`src/rtl/qst_pkg.sv`:
```
package qst_pkg;

  typedef enum logic [1:0] {
    QS_IDLE  = 2'b00,
    QS_FIRST = 2'b01,
    QS_FLUSH = 2'b10,
    QS_LATER = 2'b11
  } qs_code_e;

  function automatic logic qs_is_consume(input logic [1:0] code);
    return (code == QS_FIRST) || (code == QS_LATER);
  endfunction

endpackage

```
`src/rtl/qst_rst_sync.sv`:
```
module qst_rst_sync #(
  parameter int STAGES = 2
) (
  input  logic clk,
  input  logic rst_n,
  output logic rst_sn
);

  logic [STAGES-1:0] sync_q;
  logic [STAGES-1:0] sync_d;

  always_comb begin
    sync_d = {sync_q[STAGES-2:0], 1'b1};
  end

  always_ff @(posedge clk or negedge rst_n) begin
    if (!rst_n) sync_q <= '0;
    else        sync_q <= sync_d;
  end

  assign rst_sn = sync_q[STAGES-1];

endmodule

```
`src/rtl/qst_ctrl.sv`:
```
module qst_ctrl
  import qst_pkg::*;
#(
  parameter int DEPTH = 6,
  localparam int CW   = $clog2(DEPTH + 1)
) (
  input  logic [1:0]    qs_code,
  input  logic          fetch_vld,
  input  logic [CW-1:0] count,
  output logic          clr,
  output logic          push,
  output logic          pop,
  output logic          mark_first,
  output logic          mark_later,
  output logic          evt_empty,
  output logic          evt_full,
  output logic [CW-1:0] count_nxt
);

  localparam logic [CW-1:0] FULL_CNT = CW'(DEPTH);
  localparam logic [CW-1:0] ONE_CNT  = CW'(1);

  logic consume;
  logic is_empty;
  logic is_full;

  always_comb begin
    consume    = qs_is_consume(qs_code);
    is_empty   = (count == '0);
    is_full    = (count == FULL_CNT);
    clr        = (qs_code == QS_FLUSH);
    pop        = consume && !is_empty;
    evt_empty  = consume && is_empty;
    mark_first = pop && (qs_code == QS_FIRST);
    mark_later = pop && (qs_code == QS_LATER);
    push       = fetch_vld && (clr || !is_full || pop);
    evt_full   = fetch_vld && !push;

    if (clr) begin
      count_nxt = push ? ONE_CNT : '0;
    end else begin
      unique case ({push, pop})
        2'b10:   count_nxt = count + ONE_CNT;
        2'b01:   count_nxt = count - ONE_CNT;
        default: count_nxt = count;
      endcase
    end
  end

endmodule

```
`src/rtl/qst_store.sv`:
```
module qst_store #(
  parameter int DEPTH = 6,
  parameter int DW    = 8,
  localparam int PW   = (DEPTH > 1) ? $clog2(DEPTH) : 1
) (
  input  logic          clk,
  input  logic          rst_sn,
  input  logic          clr,
  input  logic          push,
  input  logic          pop,
  input  logic [DW-1:0] din,
  output logic [DW-1:0] head
);

  localparam logic [PW-1:0] LAST = PW'(DEPTH - 1);

  logic [DW-1:0] mem [DEPTH];
  logic [PW-1:0] rd_q, rd_d;
  logic [PW-1:0] wr_q, wr_d;
  logic [PW-1:0] wr_at;

  function automatic logic [PW-1:0] wrap_inc(input logic [PW-1:0] p);
    return (p == LAST) ? '0 : p + PW'(1);
  endfunction

  always_comb begin
    wr_at = clr ? '0 : wr_q;
    if (clr) begin
      rd_d = '0;
      wr_d = push ? PW'(1) : '0;
    end else begin
      rd_d = pop  ? wrap_inc(rd_q) : rd_q;
      wr_d = push ? wrap_inc(wr_q) : wr_q;
    end
  end

  always_ff @(posedge clk or negedge rst_sn) begin
    if (!rst_sn) begin
      rd_q <= '0;
      wr_q <= '0;
    end else begin
      rd_q <= rd_d;
      wr_q <= wr_d;
    end
  end

  generate
    for (genvar i = 0; i < DEPTH; i++) begin : g_slot
      always_ff @(posedge clk) begin
        if (push && (wr_at == PW'(i))) mem[i] <= din;
      end
    end
  endgenerate

  assign head = mem[rd_q];

endmodule

```
`src/rtl/qst_tracker.sv`:
```
module qst_tracker
  import qst_pkg::*;
#(
  parameter int DEPTH = 6,
  parameter int DW    = 8,
  localparam int CW   = $clog2(DEPTH + 1)
) (
  input  logic          clk,
  input  logic          rst_n,
  input  logic [1:0]    qs_code,
  input  logic          fetch_vld,
  input  logic [DW-1:0] fetch_byte,
  output logic [DW-1:0] cons_byte,
  output logic          cons_first,
  output logic          cons_later,
  output logic          flush_seen,
  output logic [CW-1:0] occupancy,
  output logic          err_empty,
  output logic          err_full
);

  logic          rst_sn;
  logic          clr, push, pop;
  logic          mark_first, mark_later;
  logic          evt_empty, evt_full;
  logic [CW-1:0] count_q, count_d;
  logic [DW-1:0] head;
  logic [DW-1:0] byte_q, byte_d;
  logic          first_q, later_q, flush_q;
  logic          eempty_q, eempty_d;
  logic          efull_q, efull_d;

  qst_rst_sync #(.STAGES(2)) u_rst (
    .clk    (clk),
    .rst_n  (rst_n),
    .rst_sn (rst_sn)
  );

  qst_ctrl #(.DEPTH(DEPTH)) u_ctrl (
    .qs_code    (qs_code),
    .fetch_vld  (fetch_vld),
    .count      (count_q),
    .clr        (clr),
    .push       (push),
    .pop        (pop),
    .mark_first (mark_first),
    .mark_later (mark_later),
    .evt_empty  (evt_empty),
    .evt_full   (evt_full),
    .count_nxt  (count_d)
  );

  qst_store #(.DEPTH(DEPTH), .DW(DW)) u_store (
    .clk    (clk),
    .rst_sn (rst_sn),
    .clr    (clr),
    .push   (push),
    .pop    (pop),
    .din    (fetch_byte),
    .head   (head)
  );

  always_comb begin
    byte_d   = pop ? head : byte_q;
    eempty_d = eempty_q || evt_empty;
    efull_d  = efull_q  || evt_full;
  end

  always_ff @(posedge clk or negedge rst_sn) begin
    if (!rst_sn) begin
      count_q  <= '0;
      byte_q   <= '0;
      first_q  <= 1'b0;
      later_q  <= 1'b0;
      flush_q  <= 1'b0;
      eempty_q <= 1'b0;
      efull_q  <= 1'b0;
    end else begin
      count_q  <= count_d;
      byte_q   <= byte_d;
      first_q  <= mark_first;
      later_q  <= mark_later;
      flush_q  <= clr;
      eempty_q <= eempty_d;
      efull_q  <= efull_d;
    end
  end

  assign cons_byte  = byte_q;
  assign cons_first = first_q;
  assign cons_later = later_q;
  assign flush_seen = flush_q;
  assign occupancy  = count_q;
  assign err_empty  = eempty_q;
  assign err_full   = efull_q;

endmodule

```
`config.mk`:
```
export PLATFORM = sky130hd
export DESIGN_NAME = qst_tracker
export DESIGN_NICKNAME = d
export VERILOG_FILES = /design/src/rtl/qst_pkg.sv /design/src/rtl/qst_rst_sync.sv /design/src/rtl/qst_ctrl.sv /design/src/rtl/qst_store.sv /design/src/rtl/qst_tracker.sv
export SDC_FILE = /design/constraint.sdc
export NUM_CORES = 1
export LEC_CHECK = 0
export BUFFER_PORTS_ARGS = -buffer_cell sky130_fd_sc_hd__buf_2
export CAP_MARGIN = 20
export CORE_MARGIN = 2
export CORE_UTILIZATION = 58
export DETAILED_ROUTE_END_ITERATION = 8
export GPL_TIMING_DRIVEN = 0
export MAX_ROUTING_LAYER = met4
export PLACE_DENSITY = 0.77
export SETUP_SLACK_MARGIN = 0.2
export SLEW_MARGIN = 10
export SYNTH_ARGS = -nofsm -noshare
export SYNTH_HDL_FRONTEND = slang
export SYNTH_HIERARCHICAL = 1
export SYNTH_SLANG_ARGS = --single-unit
```
`constraint.sdc`:
```
create_clock -name clk -period 0.9 [get_ports clk]
set_input_delay 0.09 -clock clk [delete_from_list [all_inputs] [get_ports clk]]
set_output_delay 0.09 -clock clk [all_outputs]
set_load 0.01 [all_outputs]
```
Word-level counts from Yosys, hierarchy flattened
Memories as Yosys holds them, arrays and structs flattened. A register that Yosys moved wholly into a read port is not among the register bits.
Cells that the tools add are included.
W data, S select, Z words.
Cells by class
  add/sub/neg operators: 4
  equality and inequality tests: 13
  bitwise logic cells: 0
  divide/modulo/power cells: 0
  multipliers: 0
  $lt $le $gt $ge: 0
  mux-type cells: 37
  reductions and logical operators: 31
  shift-type cells: 0
Operators with widths (number)
  $mux W8: 5
  $reduce_or A8 Y1: 5
  $mux W3: 13
  $mux W1: 18
  $eq A3 B3 Y1 const B: 5
  $logic_and A1 B1 Y1: 12
  $add A3 B1 Y3 const B: 3
  $eq A2 B2 Y1 const B: 3
  $eq A3 B2 Y1 const B: 2
  $logic_not A3 Y1: 2
  $pmux W3 S2: 1
  $logic_or A1 B1 Y1: 5
  $eq A2 B1 Y1 const B: 2
  $logic_not A1 Y1: 4
  $reduce_bool A2 Y1: 2
  $eq A3 B1 Y1 const B: 1
  $reduce_bool A3 Y1: 1
  $sub A3 B1 Y3 const B: 1
Storage, ports and cells
  latch bits: 0
  register bits: 16
  logic and storage cells: 95
  memories: 1
  ROM bits: 0
  memory bits (writable): 48
  bits of input ports: 13
  output and inout port bits: 16
Memory list
  u_store.mem: words 6, width 8, rd ports 1, clocked after Yosys merged registers in 1, wr ports 1, RTL line qst_store.sv:17  | logic [DW-1:0] mem [DEPTH];

Logic depth before layout (Yosys ltp)
Gate-level depths: netlist of the first run.
  depth after elaboration: 14
  mapped depth: 9
  gate-level depth less buffers: 8

Cells and area by module
Netlist of the first run, hierarchy kept.
Modules (own cells, without submodules)
  qst_store: times used 1, seq. area each 1591.5 um^2, cells an instance 112, area an instance 2193.4 um^2
  qst_tracker: times used 1, seq. area each 400.4 um^2, cells an instance 27, area an instance 544.3 um^2
  qst_ctrl: times used 1, seq. area each 0.0 um^2, cells an instance 47, area an instance 307.8 um^2
  qst_rst_sync: times used 1, seq. area each 50.0 um^2, cells an instance 3, area an instance 53.8 um^2

Worst setup path after synthesis of the first run
No wires, ideal clock.
  path kind: register to register
  start point: reg count_q[0], in the netlist occupancy[0]
  end point: mem u_store.mem[1][0] (enable)
  setup time: 395 ps
  path buffers: 2
  required time: 505 ps
  slack: -1598 ps
  stages on the path, launching flop included: 8
  arrival time: 2104 ps
  cell sequence: dfrtp_1 -> buf_2 -> nand3b_1 -> nor3_1 -> nor2b_1 -> clkbuf_1 -> nand2_1 -> nor4_1
On the way
  cells in the longest elaborated chain, start to end: 14
Ends and longest elaborated chain
  start: declaration: RTL line qst_tracker.sv:26  | logic [CW-1:0] count_q, count_d;
  start signal: assignment: RTL line qst_tracker.sv:79  | count_q <= count_d;
  $eq A3 B3 Y1 / $logic_not A3 Y1 (equally long branches): RTL line qst_ctrl.sv:30, qst_ctrl.sv:29
  $logic_not A1 Y1 (on tied branches): RTL line qst_ctrl.sv:36, qst_ctrl.sv:32
  $logic_or A1 B1 Y1 / $logic_and A1 B1 Y1 (equally long branches): RTL line qst_ctrl.sv:36, qst_ctrl.sv:32
  $logic_or A1 B1 Y1 (*): RTL line qst_ctrl.sv:36  | push = fetch_vld && (clr || !is_full || pop);
  $logic_and A1 B1 Y1 (*): RTL line qst_ctrl.sv:36
  named net push: RTL line qst_tracker.sv:23  | logic clr, push, pop;
  $logic_and A1 B1 Y1: RTL line qst_store.sv:50  | if (push && (wr_at == PW'(i))) mem[i] <= din;
  $mux W1: RTL line qst_store.sv:50
  $mux W1 (not written as such): RTL line qst_store.sv:50
  $reduce_or A8 Y1 (no line)
  $mux W3 (no line) / $mux W1 (equally long branches) (5 in a row)
  end: declaration: RTL line qst_store.sv:17
Mark *: on every way through the listed nets, which the timed path passes. The rest lies on a longest branch.

Worst setup path after layout of the first run
  start point: reg count_q[1], in the netlist occupancy[1]
  end point: reg count_q[2], in the netlist occupancy[2]
On the way
  cells in the longest elaborated chain, start to end: 8
Ends and longest elaborated chain
  $eq A3 B3 Y1 / $logic_not A3 Y1 (equally long branches): RTL line qst_ctrl.sv:30, qst_ctrl.sv:29
  $logic_not A1 Y1 (on tied branches): RTL line qst_ctrl.sv:36, qst_ctrl.sv:32
  $logic_or A1 B1 Y1 / $logic_and A1 B1 Y1 (equally long branches): RTL line qst_ctrl.sv:36, qst_ctrl.sv:32
  $logic_or A1 B1 Y1: RTL line qst_ctrl.sv:36
  $logic_and A1 B1 Y1: RTL line qst_ctrl.sv:36
  $eq A2 B1 Y1 / $eq A2 B2 Y1 (equally long branches): RTL line qst_ctrl.sv:42  | unique case ({push, pop})
  $pmux W3 S2 (*): RTL line qst_ctrl.sv:42
  $mux W3 (*): RTL line qst_ctrl.sv:39  | if (clr) begin
  named net count_d[2]: RTL line qst_tracker.sv:26
Marked as above.
A chain may end at the register's enable or synchronous reset.

==> impl_metrics.csv, run 1 <==
group,metric,value,unit
clock_network,clockBufferDepth,2,
timing,drv_slew,0,
timing,timing.slew.headroom,0.575,
synth,yosysTopAreaCell,"edfxtp_1",
clock_network,worst_skew_pair.late_latency,340,ps
timing,layout_setup_ws,-1240,ps
clock_network,cts_max_level,3,
placed_design,hpwlAfterDp,3.65,mm
floorplan,die_area,0.00594,sq mm
placed_design,pre_cts_ws,-1380,ps
grt,grt_pass1_wl,10.6,mm
synth,ys_top_cells_by_area,"edfxtp_1 47%, dfrtp_1 19%, mux2_2 5.8%, mux4_2 4.4%, mux2_4 3.9%",
power_and_ir_drop,clockPowerShare,0.186,
clock_network,cts_sinks,72,
floorplan,die_w,77.1,um
timing,tightest_slew,637,ps
power_and_ir_drop,p_comb_frac,0.442,
clock_network,path_clk_slew,90,ps
synth,syn_avg_cell_area,16.4,sq um
floorplan,ios,29,
grt,track_usage,0.250,
run,maxCapViolCount,0,
drt,ant_nets,0,
critical_path,crit_type,"register to register",
clock_network,numCtsBuffers,9,
grt,gr-total-overflow,0,
finish,final_nets,293,
critical_path,cp.required,1120,ps
timing,finClkSkew,18.1,ps
timing,fin_crit_sh,2.37,
synth,yosysUniqueCellTypes,40,
critical_path,start_kind,"register",
critical_path,cp-end-kind,"register",
timing,hold_violations,0,
drt,firstDrtPassIters,4,
power_and_ir_drop,p_leak,1.66,nW
run_status,outcome,"finished, violations left",
synth,yosys_most_used_dff,"edfxtp_1",
drt,drc,0,
critical_path,crit_fanout,4,
synth,yosysSeqAreaShare,0.659,
power_and_ir_drop,p_switching,3.99,mW
power_and_ir_drop,switching_share,0.324,
synth,synth-seq-cells,72,
placed_design,gp_congestion,0.755,
placed_design,port_buffers,28,
synth,synth_edf_count,48,
synth,synth_top_area_frac,0.465,
drt,route.final.wire_length,7.41,mm
finish,synthToLayoutAreaGrowth,38.0,%
synth,synth-async-reset-ratio,0.333,
grt,grt_pass1_vias,1982,
grt,antenna_found_initial,0,
floorplan,die_h,77.1,um
drt,drtIter0Drc,139,
drt,wl_per_cell,20.9,um
timing,max_freq,468,MHz
synth,ys_warn_count,6,
grt,grt_start_max_net_pins,23,
finish,diodes,0,
drt,via_count,2015,
finish,post-route-util,0.832,
floorplan,start_util,0.603,
timing,setup_viol,85,
hold_path,hp-class,"primary input to register",
critical_path,rrSetupSlack,-1240,ps
drt,viasPerCell,5.69,
power_and_ir_drop,internal-power,8.35,mW
synth,synthesis.nets,203,
floorplan,coreArea,0.00514,sq mm
finish,drive_gt1_frac,0.574,
power_and_ir_drop,peakVddDrop,1.96,mV
power_and_ir_drop,power.density,2890,mW/mm^2
finish,mostFrequentLayoutCells,"48 x edfxtp_1, 25 x buf_2, 23 x buf_4",
critical_path,critPathArrivalTime,2360,ps
timing,finalCriticalPeriod,2140,ps
synth,netlist_instances,189,
power_and_ir_drop,seqPwrFrac,0.373,
clock_network,cts_root_buf,"clkbuf_8",
finish,layout_commonest_cell,"edfxtp_1",
synth,mappedNetlistArea,0.00310,sq mm
timing,grt_setup_unrepaired,"true",
clock_network,cts_tree,"done",
floorplan,row_count,26,
run_status,violations,"setup timing",
[Yosys cell counts, types with 2 or more instances]
cell,count
or2_2,2
inv_1,5
mux4_2,6
nand4b_1,2
nor2_1,11
buf_6,5
o31ai_1,2
clkbuf_1,5
nand2_1,5
mux4_1,2
o21ai_0,4
edfxtp_1,48
nand4bb_1,3
a21oi_1,8
a21bo_2,4
dfrtp_1,24
nor4_1,2
mux2_2,16
nand3b_1,2
nor3_1,4
mux2_4,8
xnor2_1,3
[critical path, cell delays in order (launching register included)]
cell and delay [ps]:
dfrtp_2 420, buf_6 130, or3_4 400, nand2_4 80, nor2_2 40, fa_2 380
buf_6 150, buf_4 130, a21oi_2 190, o41ai_2 100
[layout make-up]
type	count	area [sq um]
Buffer	13	131
Clock buffer	11	141
Clock inverter	5	33.8
Fill cell	251	863
Inverter	5	22.5
Multi-Input combinational cell	99	1130
Sequential cell	72	2050
Tap cell	70	87.6
Timing Repair Buffer	79	678
[metal layers]
layer,track usage,up-vias,share of wire,wire [um]
met2,0.406,57,0.54,3990
li1,-,893,-,-
met5,-,-,0,0
met3,0.0494,6,0.035,258
met1,0.311,1059,0.42,3080
met4,0.105,0,0.012,89
[worst paths after layout]
| check | end | start | depth (start not counted) |
|---|---|---|---|
| min | occupancy[2]$_DFF_PN0_ | qs_code[1] | 2 |
| max | occupancy[2]$_DFF_PN0_ | occupancy[1]$_DFF_PN0_ | 9 |
| min reg2reg | u_store/wr_q[1]$_DFFE_PN0P_ | u_rst/sync_q[1]$_DFF_PN0_ | 0 |
| max in group asynchronous | occupancy[1]$_DFF_PN0_ | u_rst/sync_q[1]$_DFF_PN0_ | 0 |
| max reg2reg | occupancy[2]$_DFF_PN0_ | occupancy[1]$_DFF_PN0_ | 9 |
| min in group asynchronous | u_rst/sync_q[1]$_DFF_PN0_ | rst_n | 2 |
[what timing repair did]
action,4_1_cts,5_1_grt
hold buffers,10,0
setup endpoints to repair,85,107
gates resized for setup,19,20
hold endpoints to repair,51,0
pin swaps,10,9
setup buffers,30,11
[through the flow]
stage / cell area [sq um] / TNS, ps / power [mW] / hold slack [ps] / instances
2_1_floorplan: 3220 / -54370 / 7.44 / -206 / 189
3_5_place_dp: 3450 / -68040 / 8.36 / -124 / 287
4_1_cts: 4100 / -59670 / 11.6 / 15.8 / 343
6_report: 4280 / -70170 / 12.3 / 82.1 / 354
3_3_place_gp: 3450 / -66010 / 8.21 / -126 / 287
5_1_grt: 4280 / -73780 / 12.9 / 73.0 / 354
[power groups by stage]
| stage | registers, mW | clock network, mW | logic [mW] |
|---|---|---|---|
| after floorplan | 4.74 | 0 | 2.70 |
| after detailed placement | 4.68 | 0 | 3.69 |
| after global placement | 4.62 | 0 | 3.58 |
| after CTS | 4.57 | 2.32 | 4.76 |
| after global routing | 4.67 | 2.44 | 5.75 |
| final | 4.60 | 2.29 | 5.45 |
[flip-flops by register name (all words and copies together), names as in the netlist]
register      cells
u_store/mem      48
cons_byte         8
occupancy         3
u_store/rd_q      3
u_store/wr_q      3
u_rst/sync_q      2
cons_first        1
cons_later        1
err_empty         1
err_full          1
flush_seen        1
[cell families after synthesis]
group	share of synthesized area
and+or+nand+nor	0.0678
other	0.00121
DFF	0.659
AOI/OAI and AO/OA	0.0525
adders and majority gates	0.00646
buffers and inverters	0.0388
xor gates and xnor gates	0.0137
muxes	0.161
Note: power is estimated with default switching activity, not from simulation.
==> inputs of run 2 (changes only) <==
--- a/config.mk
+++ b/config.mk
@@ -7,8 +7,10 @@
 export LEC_CHECK = 0
 export BUFFER_PORTS_ARGS = -buffer_cell sky130_fd_sc_hd__buf_2
 export CAP_MARGIN = 20
+export CORE_ASPECT_RATIO = 1.1
 export CORE_MARGIN = 2
 export CORE_UTILIZATION = 58
+export CTS_CLUSTER_DIAMETER = 200
 export DETAILED_ROUTE_END_ITERATION = 8
 export GPL_TIMING_DRIVEN = 0
 export MAX_ROUTING_LAYER = met4
==> impl_metrics.csv, run 2 (same netlist as run 1, synthesis figures left out) <==
group,metric,value,unit
run_status,outcome,"finished, violations left",
run_status,violations,"setup timing",
placed_design,pre_cts_ws,-1320,ps
drt,wl_per_cell,20.5,um
critical_path,cp_top_family,"simple AND/OR/NAND/NOR gates",
timing,grt_setup_unrepaired,"true",
drt,drtIter0Drc,200,
timing,setup_viol,85,
drt,met3WireLength,482,um
finish,largest_reg_flops,48,
placed_design,gp_congestion,0.911,
floorplan,die_area,0.00594,sq mm
finish,fillers,243,
grt,gr-total-overflow,0,
run,maxCapViolCount,0,
critical_path,startpoint,"occupancy[2]$_DFF_PN0_",
placed_design,port_buffers,28,
grt,track_usage,0.260,
timing,finClkSkew,13.4,ps
drt,firstDrtPassIters,4,
floorplan,die_w,73.7,um
floorplan,die_h,80.7,um
critical_path,crit_fanout,4,
timing,finalCriticalPeriod,2090,ps
floorplan,coreArea,0.00507,sq mm
power_and_ir_drop,switching_share,0.307,
drt,route.final.wire_length,7.10,mm
drt,viasPerCell,5.90,
clock_network,numCtsBuffers,9,
grt,antenna_found_initial,0,
grt,grt_start_max_net_pins,23,
timing,drv_slew,0,
power_and_ir_drop,peakVddDrop,1.70,mV
placed_design,hpwlAfterDp,3.68,mm
drt,routed.top_layer,"met4",
drt,wl_met1,2.76,mm
timing,fin_crit_sh,2.32,
critical_path,cp-end-kind,"register",
finish,drive_gt1_frac,0.569,
power_and_ir_drop,p_comb_frac,0.431,
finish,synthToLayoutAreaGrowth,36.9,%
clock_network,worst_skew_pair.late_latency,340,ps
critical_path,crit_chain,"buf_6 > or3_4 > nand2_4 > nor2_2 > fa_2 > o21ai_2 > o31ai_2 > o21ai_1 > o41ai_2",
clock_network,path_clk_slew,70,ps
critical_path,cpMaxStageDelayCell,"or3_4",
clock_network,cts_root_buf,"clkbuf_8",
power_and_ir_drop,power.density,2900,mW/mm^2
clock_network,clockBufferDepth,2,
hold_path,min_from,"qs_code[1]",
critical_path,rr_startpoint,"occupancy[2]$_DFF_PN0_",
power_and_ir_drop,p_leak,1.67,nW
finish,layout_commonest_cell,"edfxtp_1",
timing,hold_violations,0,
critical_path,start_kind,"register",
finish,largest_register,"u_store/mem",
hold_path,holdPathStages,2,
floorplan,start_util,0.612,
hold_path,whs_endpoint,"cons_first$_DFF_PN0_",
finish,mostFrequentLayoutCells,"48 x edfxtp_1, 28 x buf_4, 26 x buf_2",
critical_path,path_buf_inv,1,
critical_path,rr_endpoint,"occupancy[2]$_DFF_PN0_",
power_and_ir_drop,p_switching,3.77,mW
floorplan,ios,29,
critical_path,rr_worst_depth,9,
timing,tightest_slew,688,ps
timing,timing.slew.headroom,0.541,
grt,grt_pass1_wl,10.4,mm
floorplan,row_count,27,
critical_path,crit_type,"register to register",
clock_network,cts_max_level,3,
critical_path,cp.required,1110,ps
power_and_ir_drop,internal-power,8.52,mW
timing,setup_tns,-67950,ps
critical_path,critPathArrivalTime,2300,ps
timing,layout_setup_ws,-1190,ps
grt,grt_pass1_vias,2022,
drt,ant_nets,0,
finish,diodes,0,
power_and_ir_drop,seqPwrFrac,0.375,
clock_network,cts_tree,"done",
timing,max_freq,479,MHz
finish,final_nets,297,
drt,drc,0,
drt,via_count,2040,
critical_path,rrSetupSlack,-1190,ps
drt,dr_wl_met2,3.63,mm
clock_network,cts_sinks,72,
power_and_ir_drop,clockPowerShare,0.194,
critical_path,critical-path-max-stage-delay,410,ps
hold_path,hp-class,"primary input to register",
## run 2: cell count changes in the layout (fill, tap and decap cells not counted), sizes merged
cell,change
buf,+5
clkbuf,+2
clkinv,-2
bufinv,+1
clkinvlp,-1
dlygate4sd3,-1
## run 2: metal layers
layer / GRT usage / up-vias
met5: - / -
met1: 0.322 / 1018
met2: 0.397 / 89
met4: 0.118 / 0
met3: 0.0740 / 26
li1: - / 907
## run 2: worst max path at each step
stage	endpoint	cells after the start
2_1_floorplan	occupancy[2]$_DFF_PN0_	8
3_3_place_gp	u_store/mem[1][1]$_DFFE_PP_	7
3_5_place_dp	u_store/mem[1][1]$_DFFE_PP_	7
4_1_cts	occupancy[2]$_DFF_PN0_	9
5_1_grt	occupancy[2]$_DFF_PN0_	9
6_report	occupancy[2]$_DFF_PN0_	9
## run 2: repair_timing
action	CTS	global route
hold buffers	9	0
gates cloned	0	0
pin swaps	12	8
endpoints found under the hold margin	45	0
setup endpoints to repair	85	107
gates resized for setup	22	18
setup buffers	29	17
## run 2: worst reg2reg max path: cells and delay by family (launching register included)
kind | cells | cell delay (ps)
buffers and inverters | 1 | 130
AOI/OAI and AO/OA | 4 | 520
and+or+nand+nor | 3 | 540
adders and majority gates | 1 | 380
DFF | 1 | 400
## run 2: power by group through the flow
stage / logic (mW) / registers (mW) / clock network [mW]
floorplan: 2.70 / 4.74 / 0
global placement: 3.55 / 4.63 / 0
detailed placement: 3.70 / 4.68 / 0
CTS: 4.60 / 4.60 / 2.41
global route: 5.60 / 4.67 / 2.54
finish: 5.30 / 4.61 / 2.38
## run 2: layout make-up
cell class,instances,area (sq um),area share
clock buffer,13,139,0.0327
tap,58,72.6,0.0171
clock inverter,3,42.5,0.0100
inverter,5,22.5,0.00531
timing repair buffer,83,673,0.159
buffer,13,130,0.0307
sequential,72,2050,0.483
multi-input combinational,99,1110,0.263
## run 2: through the flow
step                hold slack, ps  cell area [sq um]  cells  power (mW)   util
finish                        31.2               4240    346        12.3  0.838
global route                  37.7               4240    346        12.8  0.838
CTS                           3.94               4030    329        11.6  0.796
detailed placement            -122               3430    275        8.38  0.678
global placement              -126               3430    275        8.18  0.678
floorplan                     -206               3220    189        7.44      -
==> inputs of run 3 (changes only) <==
--- a/config.mk
+++ b/config.mk
@@ -9,12 +9,13 @@
 export CAP_MARGIN = 20
 export CORE_ASPECT_RATIO = 1.1
 export CORE_MARGIN = 2
-export CORE_UTILIZATION = 58
+export CORE_UTILIZATION = 61
+export CTS_BUF_LIST = sky130_fd_sc_hd__clkbuf_2 sky130_fd_sc_hd__clkbuf_4 sky130_fd_sc_hd__clkbuf_8
 export CTS_CLUSTER_DIAMETER = 200
 export DETAILED_ROUTE_END_ITERATION = 8
 export GPL_TIMING_DRIVEN = 0
 export MAX_ROUTING_LAYER = met4
-export PLACE_DENSITY = 0.77
+export PLACE_DENSITY = 0.81
 export SETUP_SLACK_MARGIN = 0.2
 export SLEW_MARGIN = 10
 export SYNTH_ARGS = -nofsm -noshare
==> impl_metrics.csv, run 3 (same netlist as run 1, synthesis figures left out) <==
group,metric,value,unit
clock_network,path_clk_slew,80,ps
clock_network,clockBufferDepth,2,
critical_path,critPathArrivalTime,2410,ps
hold_path,hp-class,"primary input to register",
finish,layout_commonest_cell,"edfxtp_1",
finish,largest_reg_flops,48,
finish,diodes,0,
finish,mostFrequentLayoutCells,"48 x edfxtp_1, 36 x buf_6, 24 x buf_2",
critical_path,path_buf_inv,1,
timing,finClkSkew,12.5,ps
placed_design,pre_cts_ws,-1360,ps
critical_path,crit_type,"register to register",
finish,drive_gt1_frac,0.588,
drt,drtIter0Drc,186,
placed_design,port_buffers,28,
grt,grt_pass1_vias,2059,
run_status,outcome,"finished, violations left",
timing,tightest_slew,777,ps
timing,timing.slew.headroom,0.482,
power_and_ir_drop,total_power,12.7,mW
floorplan,start_util,0.624,
placed_design,gp_congestion,0.742,
power_and_ir_drop,p_comb_frac,0.454,
drt,firstDrtPassIters,5,
timing,max_freq,459,MHz
run_status,violations,"setup timing",
finish,synthToLayoutAreaGrowth,38.8,%
clock_network,cts_sinks,72,
critical_path,cpMaxStageDelayCell,"dfrtp_2",
drt,viasPerCell,6.15,
run,maxCapViolCount,0,
critical_path,start_kind,"register",
critical_path,cp-end-kind,"register",
power_and_ir_drop,seqPwrFrac,0.362,
floorplan,coreArea,0.00497,sq mm
critical_path,cp_top_family,"simple AND/OR/NAND/NOR gates",
placed_design,dp_cells,275,
critical_path,cp.required,1130,ps
placed_design,place_area,0.00343,sq mm
clock_network,cts_tree,"done",
grt,grt_pass1_wl,11.1,mm
timing,setup_viol,85,
timing,finalCriticalPeriod,2180,ps
floorplan,die_area,0.00567,sq mm
finish,final_nets,300,
drt,ant_nets,0,
drt,via_count,2146,
grt,track_usage,0.284,
timing,fin_crit_sh,2.42,
critical_path,crit_chain,"buf_6 > or3_4 > nand2_4 > nor2_2 > fa_2 > nor4_4 > o21ai_1 > o41ai_1",
clock_network,numCtsBuffers,9,
critical_path,crit_fanout,4,
drt,wl_per_cell,24.0,um
placed_design,hpwlAfterDp,3.80,mm
timing,grt_setup_unrepaired,"true",
floorplan,ios,29,
finish,fin_area,0.00430,sq mm
grt,gr-total-overflow,0,
power_and_ir_drop,p_switching,4.15,mW
power_and_ir_drop,peakVddDrop,2.12,mV
floorplan,row_count,27,
grt,grt_start_max_net_pins,23,
floorplan,die_w,72.0,um
power_and_ir_drop,power.density,2960,mW/mm^2
timing,drv_slew,0,
timing,layout_setup_ws,-1280,ps
power_and_ir_drop,switching_share,0.325,
drt,route.final.wire_length,8.39,mm
power_and_ir_drop,internal-power,8.60,mW
finish,finalNonFillerCells,349,
drt,drc,0,
grt,antenna_found_initial,0,
power_and_ir_drop,p_leak,1.70,nW
timing,hold_violations,0,
clock_network,worst_skew_pair.late_latency,350,ps
floorplan,die_h,78.8,um
critical_path,critical-path-max-stage-delay,430,ps
clock_network,cts_max_level,3,
finish,largest_register,"u_store/mem",
clock_network,cts_root_buf,"clkbuf_8",
power_and_ir_drop,clockPowerShare,0.184,
timing,hold_slack,2.91,ps
run 3: cell types whose count changed in the layout (fill, tap and decap cells not counted), sizes merged:
cell	change
clkinvlp	-1
clkinv	+3
buf	+4
dlygate4sd3	-1
clkbuf	-1
bufinv	-1
run 3: cell type report:
class | count | area (sq um)
inverter | 5 | 22.5
sequential | 72 | 2050
buffer | 13 | 130
fill | 207 | 666
tap | 58 | 72.6
timing repair buffer | 86 | 734
multi-input combinational | 99 | 1110
clock inverter | 4 | 20.0
clock buffer | 12 | 159
run 3: power groups by stage:
| stage | sequential (mW) | clock [mW] | combinational [mW] |
|---|---|---|---|
| after floorplan | 4.74 | 0 | 2.70 |
| after global placement | 4.62 | 0 | 3.54 |
| after detailed placement | 4.68 | 0 | 3.73 |
| after CTS | 4.56 | 2.30 | 4.92 |
| after global routing | 4.67 | 2.49 | 6.04 |
| final | 4.61 | 2.35 | 5.78 |
run 3: final timing paths:
check,startpoint,end,slack [ps],cells past startpoint
max,occupancy[1]$_DFF_PN0_,occupancy[2]$_DFF_PN0_,-1280,8
min,fetch_byte[5],u_store/mem[4][5]$_DFFE_PP_,3,1
max reg2reg,occupancy[1]$_DFF_PN0_,occupancy[2]$_DFF_PN0_,-1280,8
min reg2reg,u_rst/sync_q[1]$_DFF_PN0_,cons_first$_DFF_PN0_,230,0
max in group asynchronous,u_rst/sync_q[1]$_DFF_PN0_,occupancy[0]$_DFF_PN0_,410,0
min in group asynchronous,rst_n,u_rst/sync_q[0]$_DFF_PN0_,100,2
run 3: routing by layer:
metal,up-vias,global-route usage,part of all wire
met5,-,-,0
met4,0,0.138,0.043
met3,25,0.0520,0.061
met2,123,0.472,0.53
met1,1088,0.337,0.37
li1,910,-,-
run 3: timing repair:
| action | 4_1_cts | 5_1_grt |
|---|---|---|
| resized for setup | 28 | 27 |
| gates cloned | 0 | 1 |
| pin swaps | 15 | 10 |
| setup endpoints to repair | 85 | 121 |
| setup buffers | 39 | 10 |
| endpoints found under the hold margin | 44 | 0 |
| hold buffers | 8 | 0 |
run 3: through the flow:
stage           util  TNS, ps
6_report       0.866   -75280
5_1_grt        0.866   -79430
3_3_place_gp   0.692   -63600
2_1_floorplan      -   -54370
3_5_place_dp   0.692   -68380
4_1_cts        0.828   -61640
